==> config.mk <==
export PLATFORM = sky130hd
export DESIGN_NAME = twoop_bus_seq
export DESIGN_NICKNAME = d
export VERILOG_FILES = /design/src/rtl/twoop_pkg.sv /design/src/rtl/twoop_ctrl.sv /design/src/rtl/twoop_dpath.sv /design/src/rtl/twoop_bus_seq.sv
export SDC_FILE = /design/constraint.sdc
export NUM_CORES = 1
export LEC_CHECK = 0
export BUFFER_PORTS_ARGS = -buffer_cell sky130_fd_sc_hd__buf_2
export CAP_MARGIN = 20
export CELL_PAD_IN_SITES_DETAIL_PLACEMENT = 0
export CELL_PAD_IN_SITES_GLOBAL_PLACEMENT = 1
export CORE_MARGIN = 2
export CORE_UTILIZATION = 30
export DETAILED_ROUTE_END_ITERATION = 10
export GPL_TIMING_DRIVEN = 1
export PLACE_DENSITY = 0.57
export SETUP_SLACK_MARGIN = 0.4
export SYNTH_ARGS = -nofsm -noshare
export SYNTH_HDL_FRONTEND = slang
export SYNTH_SLANG_ARGS = --single-unit
==> constraint.sdc <==
create_clock -name clk -period 7.9 [get_ports clk]
set_input_delay 0.79 -clock clk [delete_from_list [all_inputs] [get_ports clk]]
set_output_delay 0.79 -clock clk [all_outputs]
set_load 0.02 [all_outputs]
==> src/rtl/twoop_pkg.sv <==
package twoop_pkg;

  localparam int WORD_W = 16;
  localparam int REG_W  = 4;

  typedef enum logic [3:0] {
    OP_FETCH, OP_DECIDE, OP_SRCEXT, OP_SRCRD, OP_DSTEXT,
    OP_DSTRD, OP_WRITE, OP_PCX, OP_JMP
  } busOpT;

  typedef struct packed {
    busOpT op;
    busOpT prev;
    logic  decide;
    logic  retire;
  } strobeT;

  typedef struct packed {
    logic             isMov;
    logic             isJmp;
    logic [REG_W-1:0] srcReg;
    logic [1:0]       srcMode;
    logic             dstMem;
    logic [REG_W-1:0] dstReg;
    logic             srcConst;
    logic             srcIdx;
    logic             srcMem;
    logic [2:0]       cond;
    logic [9:0]       jOff;
  } decT;

  localparam logic [1:0] AM_REG = 2'b00;
  localparam logic [1:0] AM_IDX = 2'b01;
  localparam logic [1:0] AM_IND = 2'b10;
  localparam logic [1:0] AM_INC = 2'b11;

  function automatic decT decodeWord(logic [WORD_W-1:0] w);
    decT d;
    d.isMov    = (w[15:12] == 4'b0100) && !w[6];
    d.isJmp    = (w[15:13] == 3'b001);
    d.srcReg   = w[11:8];
    d.dstMem   = w[7];
    d.srcMode  = w[5:4];
    d.dstReg   = w[3:0];
    d.srcConst = (w[11:8] == 4'd3) || ((w[11:8] == 4'd2) && w[5]);
    d.srcIdx   = (w[5:4] == AM_IDX) && !d.srcConst;
    d.srcMem   = (w[5:4] != AM_REG) && !d.srcConst;
    d.cond     = w[12:10];
    d.jOff     = w[9:0];
    return d;
  endfunction

endpackage

==> src/rtl/twoop_ctrl.sv <==
module twoop_ctrl
  import twoop_pkg::*;
#(
  parameter int CNT_W = 4
) (
  input  logic             clk,
  input  logic             rstN,
  input  decT              dec,
  output strobeT           stb,
  output logic [CNT_W-1:0] cycles
);

  busOpT phase, prevOp, op, nxt;
  logic  inFlight;
  logic [CNT_W-1:0] cnt;

  // What follows once the source operand is in hand
  function automatic busOpT afterSrc(decT d);
    if (d.isMov && d.dstMem)              return OP_DSTEXT;
    else if (d.isMov && d.dstReg == 4'd0) return OP_PCX;
    else                                  return OP_FETCH;
  endfunction

  function automatic busOpT firstOp(decT d);
    if (d.isJmp)                   return OP_JMP;
    else if (d.isMov && d.srcIdx)  return OP_SRCEXT;
    else if (d.isMov && d.srcMem)  return OP_SRCRD;
    else                           return afterSrc(d);
  endfunction

  always_comb begin
    op = (phase == OP_DECIDE) ? firstOp(dec) : phase;
    case (op)
      OP_FETCH:  nxt = OP_DECIDE;
      OP_SRCEXT: nxt = OP_SRCRD;
      OP_SRCRD:  nxt = afterSrc(dec);
      OP_DSTEXT: nxt = OP_DSTRD;
      OP_DSTRD:  nxt = OP_WRITE;
      default:   nxt = OP_FETCH;
    endcase
  end

  always_ff @(posedge clk or negedge rstN) begin
    if (!rstN) begin
      phase    <= OP_FETCH;
      prevOp   <= OP_PCX;
      inFlight <= 1'b0;
      cnt      <= '0;
    end else begin
      phase  <= nxt;
      prevOp <= op;
      if (op == OP_FETCH) begin
        inFlight <= 1'b1;
        cnt      <= CNT_W'(1);
      end else begin
        cnt <= cnt + CNT_W'(1);
      end
    end
  end

  assign stb.op     = op;
  assign stb.prev   = prevOp;
  assign stb.decide = (phase == OP_DECIDE);
  assign stb.retire = (op == OP_FETCH) && inFlight;
  assign cycles     = cnt;


  ext_then_rd_chk: assert property (@(posedge clk) disable iff (!rstN)
    (op == OP_SRCEXT) |=> (op == OP_SRCRD));

  dst_rd_then_wr_chk: assert property (@(posedge clk) disable iff (!rstN)
    (op == OP_DSTRD) |=> (op == OP_WRITE));

  jmp_two_cyc_chk: assert property (@(posedge clk) disable iff (!rstN)
    (op == OP_JMP) |=> (op == OP_FETCH));

  done_cnt_chk: assert property (@(posedge clk) disable iff (!rstN)
    stb.retire |-> (cnt != '0));

endmodule

==> src/rtl/twoop_dpath.sv <==
module twoop_dpath
  import twoop_pkg::*;
#(
  parameter logic [WORD_W-1:0] RESET_PC = '0
) (
  input  logic              clk,
  input  logic              rstN,
  input  strobeT            stb,
  output decT               dec,
  output logic [WORD_W-1:0] memAddr,
  output logic              memRd,
  output logic              memWe,
  output logic [WORD_W-1:0] memWData,
  input  logic [WORD_W-1:0] memRData
);

  localparam int NREG = 1 << REG_W;
  localparam logic [WORD_W-1:0] STEP = WORD_W'(2);

  logic [WORD_W-1:0] rf [NREG];
  logic [WORD_W-1:0] irReg, srcHold, dstAddr;
  logic [WORD_W-1:0] pc, curInstr, cgVal, srcRead, srcNow;
  logic [WORD_W-1:0] srcBase, dstBase, jTgt;
  logic              jTaken, autoInc, immRead, regWrEn;

  assign pc       = rf[0];
  assign curInstr = stb.decide ? memRData : irReg;
  assign dec      = decodeWord(curInstr);

  // Constant generator on registers 2 and 3
  always_comb begin
    case ({dec.srcReg == 4'd2, dec.srcMode})
      3'b000:  cgVal = WORD_W'(0);
      3'b001:  cgVal = WORD_W'(1);
      3'b010:  cgVal = WORD_W'(2);
      3'b011:  cgVal = '1;
      3'b110:  cgVal = WORD_W'(4);
      3'b111:  cgVal = WORD_W'(8);
      default: cgVal = '0;
    endcase
    srcRead = dec.srcConst ? cgVal : rf[dec.srcReg];
    if (stb.prev == OP_SRCRD)  srcNow = memRData;
    else if (stb.decide)       srcNow = srcRead;
    else                       srcNow = srcHold;
  end

  // Index bases: PC base is the offset word's own address, R2/R3 give zero
  always_comb begin
    case (dec.srcReg)
      4'd0:       srcBase = pc - STEP;
      4'd2, 4'd3: srcBase = '0;
      default:    srcBase = rf[dec.srcReg];
    endcase
    case (dec.dstReg)
      4'd0:       dstBase = pc - STEP;
      4'd2, 4'd3: dstBase = '0;
      default:    dstBase = rf[dec.dstReg];
    endcase
  end

  always_comb begin
    case (dec.cond)
      3'b000:  jTaken = !rf[2][1];
      3'b001:  jTaken = rf[2][1];
      3'b111:  jTaken = 1'b1;
      default: jTaken = 1'b0;
    endcase
    jTgt = pc + {{5{dec.jOff[9]}}, dec.jOff, 1'b0};
  end

  assign immRead = (dec.srcMode == AM_INC) && (dec.srcReg == 4'd0);
  assign autoInc = (stb.op == OP_SRCRD) && (dec.srcMode == AM_INC)
                   && (dec.srcReg != 4'd0);
  assign regWrEn = stb.retire && dec.isMov && !dec.dstMem
                   && (dec.dstReg != 4'd0) && (dec.dstReg != 4'd3);

  always_comb begin
    memRd    = 1'b0;
    memWe    = 1'b0;
    memAddr  = '0;
    memWData = srcHold;
    case (stb.op)
      OP_FETCH, OP_SRCEXT, OP_DSTEXT: begin
        memRd   = 1'b1;
        memAddr = pc;
      end
      OP_SRCRD: begin
        memRd   = 1'b1;
        memAddr = dec.srcIdx ? (srcBase + memRData) : rf[dec.srcReg];
      end
      OP_DSTRD: begin
        memRd   = 1'b1;
        memAddr = dstBase + memRData;
      end
      OP_WRITE: begin
        memWe   = 1'b1;
        memAddr = dstAddr;
      end
      default: ;
    endcase
  end

  always_ff @(posedge clk or negedge rstN) begin
    if (!rstN) begin
      for (int i = 0; i < NREG; i++) rf[i] <= '0;
      rf[0]   <= RESET_PC;
      irReg   <= '0;
      srcHold <= '0;
      dstAddr <= '0;
    end else begin
      if (stb.decide) irReg <= memRData;
      if (stb.decide || stb.prev == OP_SRCRD) srcHold <= srcNow;
      if (stb.op == OP_DSTRD) dstAddr <= memAddr;
      case (stb.op)
        OP_FETCH, OP_SRCEXT, OP_DSTEXT: rf[0] <= pc + STEP;
        OP_SRCRD: begin
          if (immRead)      rf[0] <= pc + STEP;
          else if (autoInc) rf[dec.srcReg] <= rf[dec.srcReg] + STEP;
        end
        OP_PCX: rf[0] <= {srcNow[WORD_W-1:1], 1'b0};
        OP_JMP: if (jTaken) rf[0] <= jTgt;
        default: ;
      endcase
      if (regWrEn) rf[dec.dstReg] <= srcNow;
    end
  end


  one_txn_chk: assert property (@(posedge clk) disable iff (!rstN)
    $onehot0({memRd, memWe}));

  fetch_adv_chk: assert property (@(posedge clk) disable iff (!rstN)
    (stb.op == OP_FETCH) |=> (pc == $past(pc) + STEP));

  pc_even_load_chk: assert property (@(posedge clk) disable iff (!rstN)
    (stb.op == OP_PCX) |=> (pc[0] == 1'b0));

  wr_addr_chk: assert property (@(posedge clk) disable iff (!rstN)
    (stb.op == OP_DSTRD) |=> (memWe && memAddr == $past(memAddr)));

endmodule

==> src/rtl/twoop_bus_seq.sv <==
module twoop_bus_seq
  import twoop_pkg::*;
#(
  parameter int                CNT_W    = 4,
  parameter logic [WORD_W-1:0] RESET_PC = '0
) (
  input  logic              clk,
  input  logic              rstN,
  output logic [WORD_W-1:0] memAddr,
  output logic              memRd,
  output logic              memWe,
  output logic [WORD_W-1:0] memWData,
  input  logic [WORD_W-1:0] memRData,
  output logic              done,
  output logic [CNT_W-1:0]  doneCycles
);

  strobeT stb;
  decT    dec;

  twoop_ctrl #(.CNT_W(CNT_W)) uCtrl (
    .clk    (clk),
    .rstN   (rstN),
    .dec    (dec),
    .stb    (stb),
    .cycles (doneCycles)
  );

  twoop_dpath #(.RESET_PC(RESET_PC)) uDpath (
    .clk      (clk),
    .rstN     (rstN),
    .stb      (stb),
    .dec      (dec),
    .memAddr  (memAddr),
    .memRd    (memRd),
    .memWe    (memWe),
    .memWData (memWData),
    .memRData (memRData)
  );

  assign done = stb.retire;

endmodule

# == After elaboration in Yosys (flattened, before gate mapping) ==
# Index checks and enable logic that the tools add are counted.
# Widths: inputs -> output; s select.
# op_classes
muxes,39
shift,0
n_lt_le_gt_ge,4
n_reduce_logical,35
div_mod_pow,0
bitwise_logic,2
add_sub_neg,7
n_eq_ne,25
multipliers,0
# ops
cell,n
$bwmux 256,2
$mux 256,2
$mux 240,2
$mux 16,13
$bmux 16 s4,2
$demux 16 s4,2
$pmux 16 s4,2
$pmux 16 s5,1
$pmux 16 s2,2
$add 16x16->16,3
$add 16x2->16 const B,2
$eq 4x2->1 const B,7
$mux 4,6
$eq 4x3->1 const B,5
$pmux 4 s5,1
$logic_and 1x1->1,18
$sub 16x2->16 const B,1
$logic_not 4->1,3
$ge 5x5->1 const B,2
$lt 5x1->1 const B,2
$not 4->5,2
$eq 3x1->1 const B,3
$eq 3x3->1 const B,3
$reduce_bool 4->1,2
17 further kinds,24
# totals
word_cells,135
rom_bits,0
ff_bits,317
ram_bits,0
latchBits,0
inputBits,18
memories,0
output_inout_bits,39

# == Logic depth before layout (Yosys ltp) ==
# Gate-level depths: netlist of the first run.
# depth
word_depth,20
depth_mapped,28
ltp_nobuf,23

# == By module ==
# A second synthesis of the first run with hierarchy kept.
# unflattened
hier_cells,2501
area_unflattened_um2,21922.3
# by_module_without_submodules
mod,seq_area_each_um2,n_inst,area_each_um2,cells_per_inst
twoop_dpath,7607.3,1,21296.7,2444
twoop_ctrl,304.0,1,625.6,57

# == Worst setup path after synthesis of the first run ==
# Ideal clock, no wire load.
# synth_path
path_kind,register -> output
startpoint,register uCtrl.phase[1]
endpoint,output port memAddr[14]
required_time_ns,7.110
slack_ns,1.711
arrival_ns,5.399
path_buffers,6
path_stages_with_launch,24
path_cell_list,dfrtp_1 -> or3b_1 -> buf_6 -> mux2i_4 -> inv_2 -> buf_6 -> buf_2 -> buf_1 -> clkbuf_1 -> nor2_1 -> nor2_1 -> clkbuf_1 -> o22ai_1 -> ha_1 -> o21ai_0 -> a21boi_0 -> and3_1 -> a211o_1 -> a21o_1 -> a21oi_1 -> o21ai_0 -> xor2_1 -> a21oi_1 -> o211ai_1
# synth_lines
element,line,source
from (decl),twoop_ctrl.sv:13,"busOpT phase, prevOp, op, nxt;"
from (signal assigned),twoop_ctrl.sv:50,phase <= nxt;
to (decl),twoop_bus_seq.sv:9,"output logic [WORD_W-1:0] memAddr,"

# == Final worst setup path of the first run ==
# layout_path
startpoint,register uCtrl.phase[1]
endpoint,output port memAddr[15]
# layout_via
elab_chain_len,15
word_cells_on_any_way,52
cone_classes,2 x add/sub; 13 x eq/ne; 17 x mux; 2 x bitwise; 18 x reduce/logical
# layout_rtl
element,line,source
branches (longest 14 deep; another with $add 16x16->16),--,
$pmux 16 s4 (*),twoop_dpath.sv:82,case (stb.op)
# Every way passes the cells marked *. The select of a mux whose other input is x is not followed.

==> results of run 1 <==
## registers in the layout, summed over array words and instances (netlist names)
| signal | count |
|---|---|
| uDpath.memWData | 16 |
| uCtrl.prevOp | 4 |
| uDpath.rf | 240 |
| uCtrl.inFlight | 1 |
| uCtrl.phase | 3 |
| uDpath.pc | 16 |
| uCtrl.cycles | 4 |
| uDpath.irReg | 16 |
| uDpath.dstAddr | 16 |
## critical path, stage by stage (launching register included)
cell and delay [ns]:
dfrtp_1 0.46, or3b_4 0.63, nand2_1 0.14, a21boi_4 0.23, buf_6 0.34, mux4_2 0.35
nand2_1 0.08, nand3_1 0.11, o211ai_1 0.20, o21ai_0 0.18, ha_1 0.32, a21o_1 0.19
a21oi_1 0.22, o21ai_0 0.25, a21o_1 0.24, a21oi_1 0.27, a22oi_1 0.23, a221oi_1 0.41
o21ai_0 0.19, xnor2_1 0.21, o21ai_0 0.11, a31o_2 0.26, buf_2 0.16
## layout make-up
class	instances	area, um^2
diodes	1	2.50
clock buffers	56	1170
clock inverters	14	151
fillers	7557	48000
inverters	79	304
multi-input cells	1982	13100
flip-flops and latches	316	7910
well taps	959	1200
repair buffers	164	1150
## per-stage QoR
stage               setup slack (ns)  hold slack, ns   util  std cells
floorplan                       1.71           0.429      -       2581
global placement                1.02           0.373  0.323       3493
detailed placement             0.931           0.368  0.323       3494
CTS                            0.405           0.174  0.341       3564
global route                   0.407           0.189  0.342       3570
finish                         0.694           0.156  0.342       3571
## logic make-up after synthesis
logic type | count (synthesis) | share of synthesized area
mux | 177 | 0.111
buf+inv | 283 | 0.0562
flops | 316 | 0.358
simple gates | 898 | 0.179
fa+ha+maj | 51 | 0.0299
xor+xnor | 67 | 0.0279
compound gates | 789 | 0.237
## final timing paths
| kind | to | slack, ns | cells after the start |
|---|---|---|---|
| setup / recovery | memAddr[15] | 0.69 | 22 |
| hold / removal | uDpath.pc[13]$_DFF_PN0_ | 0.16 | 1 |
| setup reg to reg | uDpath.rf[151]$_DFF_PN0_ | 2.27 | 16 |
| hold reg to reg | uDpath.rf[192]$_DFF_PN0_ | 0.38 | 0 |
| max in group asynchronous | uDpath.irReg[8]$_DFF_PN0_ | 6.37 | 2 |
| min in group clk | uDpath.rf[192]$_DFF_PN0_ | 0.38 | 0 |
## timing repair
action | in CTS | in global routing
setup endpoints to repair | 2 | 4
gates resized for setup | 1 | 6
buffers inserted | 0 | 6
## cell usage after synthesis, types with 11 or more instances
library cell  number  area [um^2]
nor3_1            29          145
nand3_1           84          420
nor2_1           233          875
nor4_1            12         75.1
inv_1             73          274
a21o_1            21          158
nor2b_1           13         81.3
o221ai_1          36          315
a21oi_1          158          791
mux4_2            53         1190
a31oi_1           24          150
ha_1              48          601
o21ai_0          217         1090
mux2i_1          114         1140
nand4_1           11         68.8
o211ai_1          42          315
xor2_1            22          193
buf_2             34          170
a311oi_1          18          158
and3_1            39          244
a211oi_1         112          841
buf_1             13         48.8
clkbuf_1         138          518
o32ai_1           22          193
xnor2_1           41          359
dfrtp_1          313         7830
o22ai_1           18          113
nand2_1          422         1580
a211o_1           38          333
## per-layer routing
metal  up-vias  wire, um  part of all wire  global-route usage
met5         -         0                 0                   0
li1       9464         -                 -                   -
met4         0      5660             0.054               0.126
met1     10902     45300              0.43               0.376
met3       233      7990             0.076              0.0419
met2      1091     46400              0.44               0.431
==> results.cfg, run 1 <==
[logic_synthesis]
synth_edf_count = 0
yosysSeqAreaShare = 0.358
avgSynthCellArea_um2 = 8.56
postSynthCellCount = 2581
async_reset_ff_frac = 1.00
yosys_register_bits = 316
synth.cell_area_um2 = 22100
synth_nets = 2650
ys_types = 93
yosysWarningCount = 0
ys.flop_type = dfrtp_1

[timing]
rsz0062_at_grt = no
drv_slew = 0
finalSetupViolCount = 0
tns_ns = 0
worst_slew_pin_slew_ns = 1.21
max_slew_margin = 0.183
finalHoldViolCount = 0
post-route-period-util = 0.912
skew_ns = 0.0271
min_period_ns = 7.21
fmax_ghz = 0.139

[placement]
port_buffers = 56
dpl-instance-area_um2 = 23600
gp_congestion = 0.956
detailed_place_hpwl_um = 75100

[clocking]
cts.reportedPaths.clkPinSlew_ns = 0.06
clkLatencyLatePin_ns = 0.60
cts_buffers = 41
ctsHtreeMaxLevel = 2
cts_tree = yes
postCtsHoldBufs = 0
cts_root_buffer = clkbuf_16
clk_path_buf_depth = 3
clock_sinks = 316

[die]
die_area_um2 = 75900
die_w_um = 275
top_level_ports = 57
row_count = 99
die_h_um = 275
start_util = 0.303
coreArea_um2 = 73000

[critical_path]
start_kind = flop
reg2reg_from = uCtrl.phase[1]$_DFF_PN0_
cp-startpoint = uCtrl.phase[1]$_DFF_PN0_
criticalPathCategory = reg2out
crit_arrival_ns = 6.42
endpoint_kind = output port
crit_path_max_fanout = 30
cp.required_ns = 7.11

[global_routing]
grt_first_pass_wirelength_um = 152000
grt_pass1_vias = 20661
grt_max_degree = 147
grt_use_total = 0.276
grt_overflow_total = 0
antenna_found_initial = 1

[finish]
layout.nets = 2653
finalInstanceArea_um2 = 25000
layout_common_cells = nand2_1, dfrtp_1, nor2_1
mostFrequentLayoutCell = nand2_1
synthToLayoutAreaGrowth_pct = 13.0
drive_gt1_frac = 0.136

[routing]
drt-total-wl_um = 105000
routed_via_density = 6.07
wl_per_cell_um = 29.5
ant_nets = 0
drt_iter0_drc = 2501
firstDrtPassIters = 7
vias = 21690
drc = 0

[min_path]
hp-class = in2async

[run_status]
outcome = finished, final reports clean

[job]
maxCapViolCount = 0
Power of run 1 is left out: the tool's default activity adds up to more than one toggle a clock period on the data nets, which glitch-free logic cannot reach.
==> inputs of run 2 (changes only) <==
Settings changed: SYNTH_HIERARCHICAL set to 1.
==> run 2 against run 1 <==
  * Sequential share of layout area increased by 0.24 points
  * Via count decreased by 3.9%
  * Area after synthesis decreased by 1.5%
  * Setup slack got worse by 0.025 ns
  * Global-route usage decreased by 1.2 points
  * Register-to-register slack got worse by 1.1 ns
  * Wire length decreased by 5.2%
  * Critical path depth decreased by 1
  * Die area decreased by 1.4%
  * Non-clock buffer count decreased by 9
  * Fmax decreased by 0.34%
==> results.cfg, run 2 <==
[run_status]
outcome = finished, final reports clean

[timing]
finalSetupViolCount = 0
post-route-period-util = 0.915
worst_slew_pin_slew_ns = 1.17
min_period_ns = 7.23
tns_ns = 0
skew_ns = 0.0220
finalHoldViolCount = 0
hold_ws_ns = 0.259
drv_slew = 0
fmax_ghz = 0.138
fin_ws_ns = 0.670
rsz0062_at_grt = yes
max_slew_margin = 0.220

[clocking]
cts.reportedPaths.clkPinSlew_ns = 0.05
clk_path_buf_depth = 3
cts_root_buffer = clkbuf_16
cts_buffers = 41
ctsHtreeMaxLevel = 2
postCtsHoldBufs = 0
cts_tree = yes
clkLatencyLatePin_ns = 0.59
clock_sinks = 316

[critical_path]
critPathBufInv = 4
criticalPathCategory = reg2out
slowest_delay_ns = 0.64
crit_cells = 21
start_kind = flop
cp_top_family = compound AO/OA/AOI/OAI gates
critical-path-slowest-cell = inv_2
endpoint = memAddr[12]
crit_arrival_ns = 6.44
reg2reg_from = uCtrl/phase[1]$_DFF_PN0_
crit_top_cell = o21ai_0
endpoint_kind = output port
cp-startpoint = uCtrl/phase[1]$_DFF_PN0_
crit_path_max_fanout = 26
worstPathCellList = nor3b_4 -> buf_8 -> mux2i_1 -> inv_2 -> mux4_2 -> mux2i_1 -> o21ai_0 -> ha_1 -> inv_1 -> fa_1 -> nor2b_1 -> o21ai_0 -> a21oi_1 -> o21ai_0 -> o31a_1 -> nand2b_1 -> a21oi_1 -> xnor2_1 -> a222oi_1 -> o311ai_0 -> buf_2
r2r_slack_ns = 1.18
reg2regPathDepth = 18
cp.required_ns = 7.11
r2r_end = uDpath/rf[222]$_DFF_PN0_

[routing]
drt-total-wl_um = 100000
top_layer = met4
drc = 0
dr_wl_met2_um = 46000
drt_iter0_drc = 2469
met3_length_um = 7660
wl_per_cell_um = 28.9
routed_via_density = 6.02
vias = 20851
firstDrtPassIters = 6
drt-met1-wl_um = 43100
ant_nets = 0

[logic_synthesis]
postSynthCellCount = 2482
avgSynthCellArea_um2 = 8.78
synth.cell_area_um2 = 21800
yosysWarningCount = 6
synth_nets = 2555

[placement]
port_buffers = 56
post-place-ws_ns = 0.948
placedCellCount = 3376
detailed_place_hpwl_um = 72000
gp_congestion = 0.941

[die]
start_util = 0.304
top_level_ports = 57
die_h_um = 273
row_count = 98
die_area_um2 = 74800
die_w_um = 273
coreArea_um2 = 71700

[finish]
synthToLayoutAreaGrowth_pct = 13.8
largest_register_ff_count = 240
final_cell_count_no_fill = 3461
layout_common_cells = nand2_1, dfrtp_1, o21ai_0
layout.nets = 2551
drive_gt1_frac = 0.167
antenna_cells = 0
largest_register = uDpath/rf
mostFrequentLayoutCell = nand2_1

[global_routing]
antenna_found_initial = 0
grt_pass1_vias = 19821
grt_first_pass_wirelength_um = 145000
grt_overflow_total = 0
grt_use_total = 0.264
grt_max_degree = 103

[job]
maxCapViolCount = 0

[min_path]
hp-class = in2async
==> run 2: through the flow <==
stage,cell area (um^2),utilization
global route,24800,0.345
floorplan,21800,-
CTS,24600,0.344
global placement,23100,0.323
finish,24800,0.345
detailed placement,23200,0.323
==> run 2: layout make-up <==
cell class	instances	area (um^2)
Clock inverter	17	239
Fill cell	7402	47000
Tap cell	950	1190
Timing Repair Buffer	155	1090
Multi-Input combinational cell	1909	12900
Sequential cell	316	7910
Inverter	55	228
Clock buffer	59	1240
==> run 2: per-layer routing <==
metal	up-vias	global-route usage
met2	1024	0.426
met3	165	0.0396
met5	-	0
li1	9136	-
met1	10526	0.365
met4	0	0.0810
==> run 2: worst min-delay path by stage <==
stage | endpoint | startpoint | slack [ns] | cells past startpoint
5_1_grt | uCtrl/cycles[0]$_DFF_PN0_ | rstN | 0.33 | 1
2_1_floorplan | uCtrl/inFlight$_DFFE_PN0N_ | uCtrl/inFlight$_DFFE_PN0N_ | 0.42 | 1
3_3_place_gp | uDpath/rf[192]$_DFF_PN0_ | uDpath/rf[192]$_DFF_PN0_ | 0.38 | 0
6_report | uCtrl/cycles[0]$_DFF_PN0_ | rstN | 0.26 | 1
3_5_place_dp | uDpath/rf[192]$_DFF_PN0_ | uDpath/rf[192]$_DFF_PN0_ | 0.37 | 0
4_1_cts | uCtrl/prevOp[3]$_DFF_PN0_ | rstN | 0.32 | 1
==> run 2: timing repair <==
item	4_1_cts	5_1_grt
buffers inserted	0	5
setup endpoints to repair	3	16
gates cloned	0	0
gates resized for setup	3	14
pin swaps	0	0
Power of run 2 is left out for the same reason.
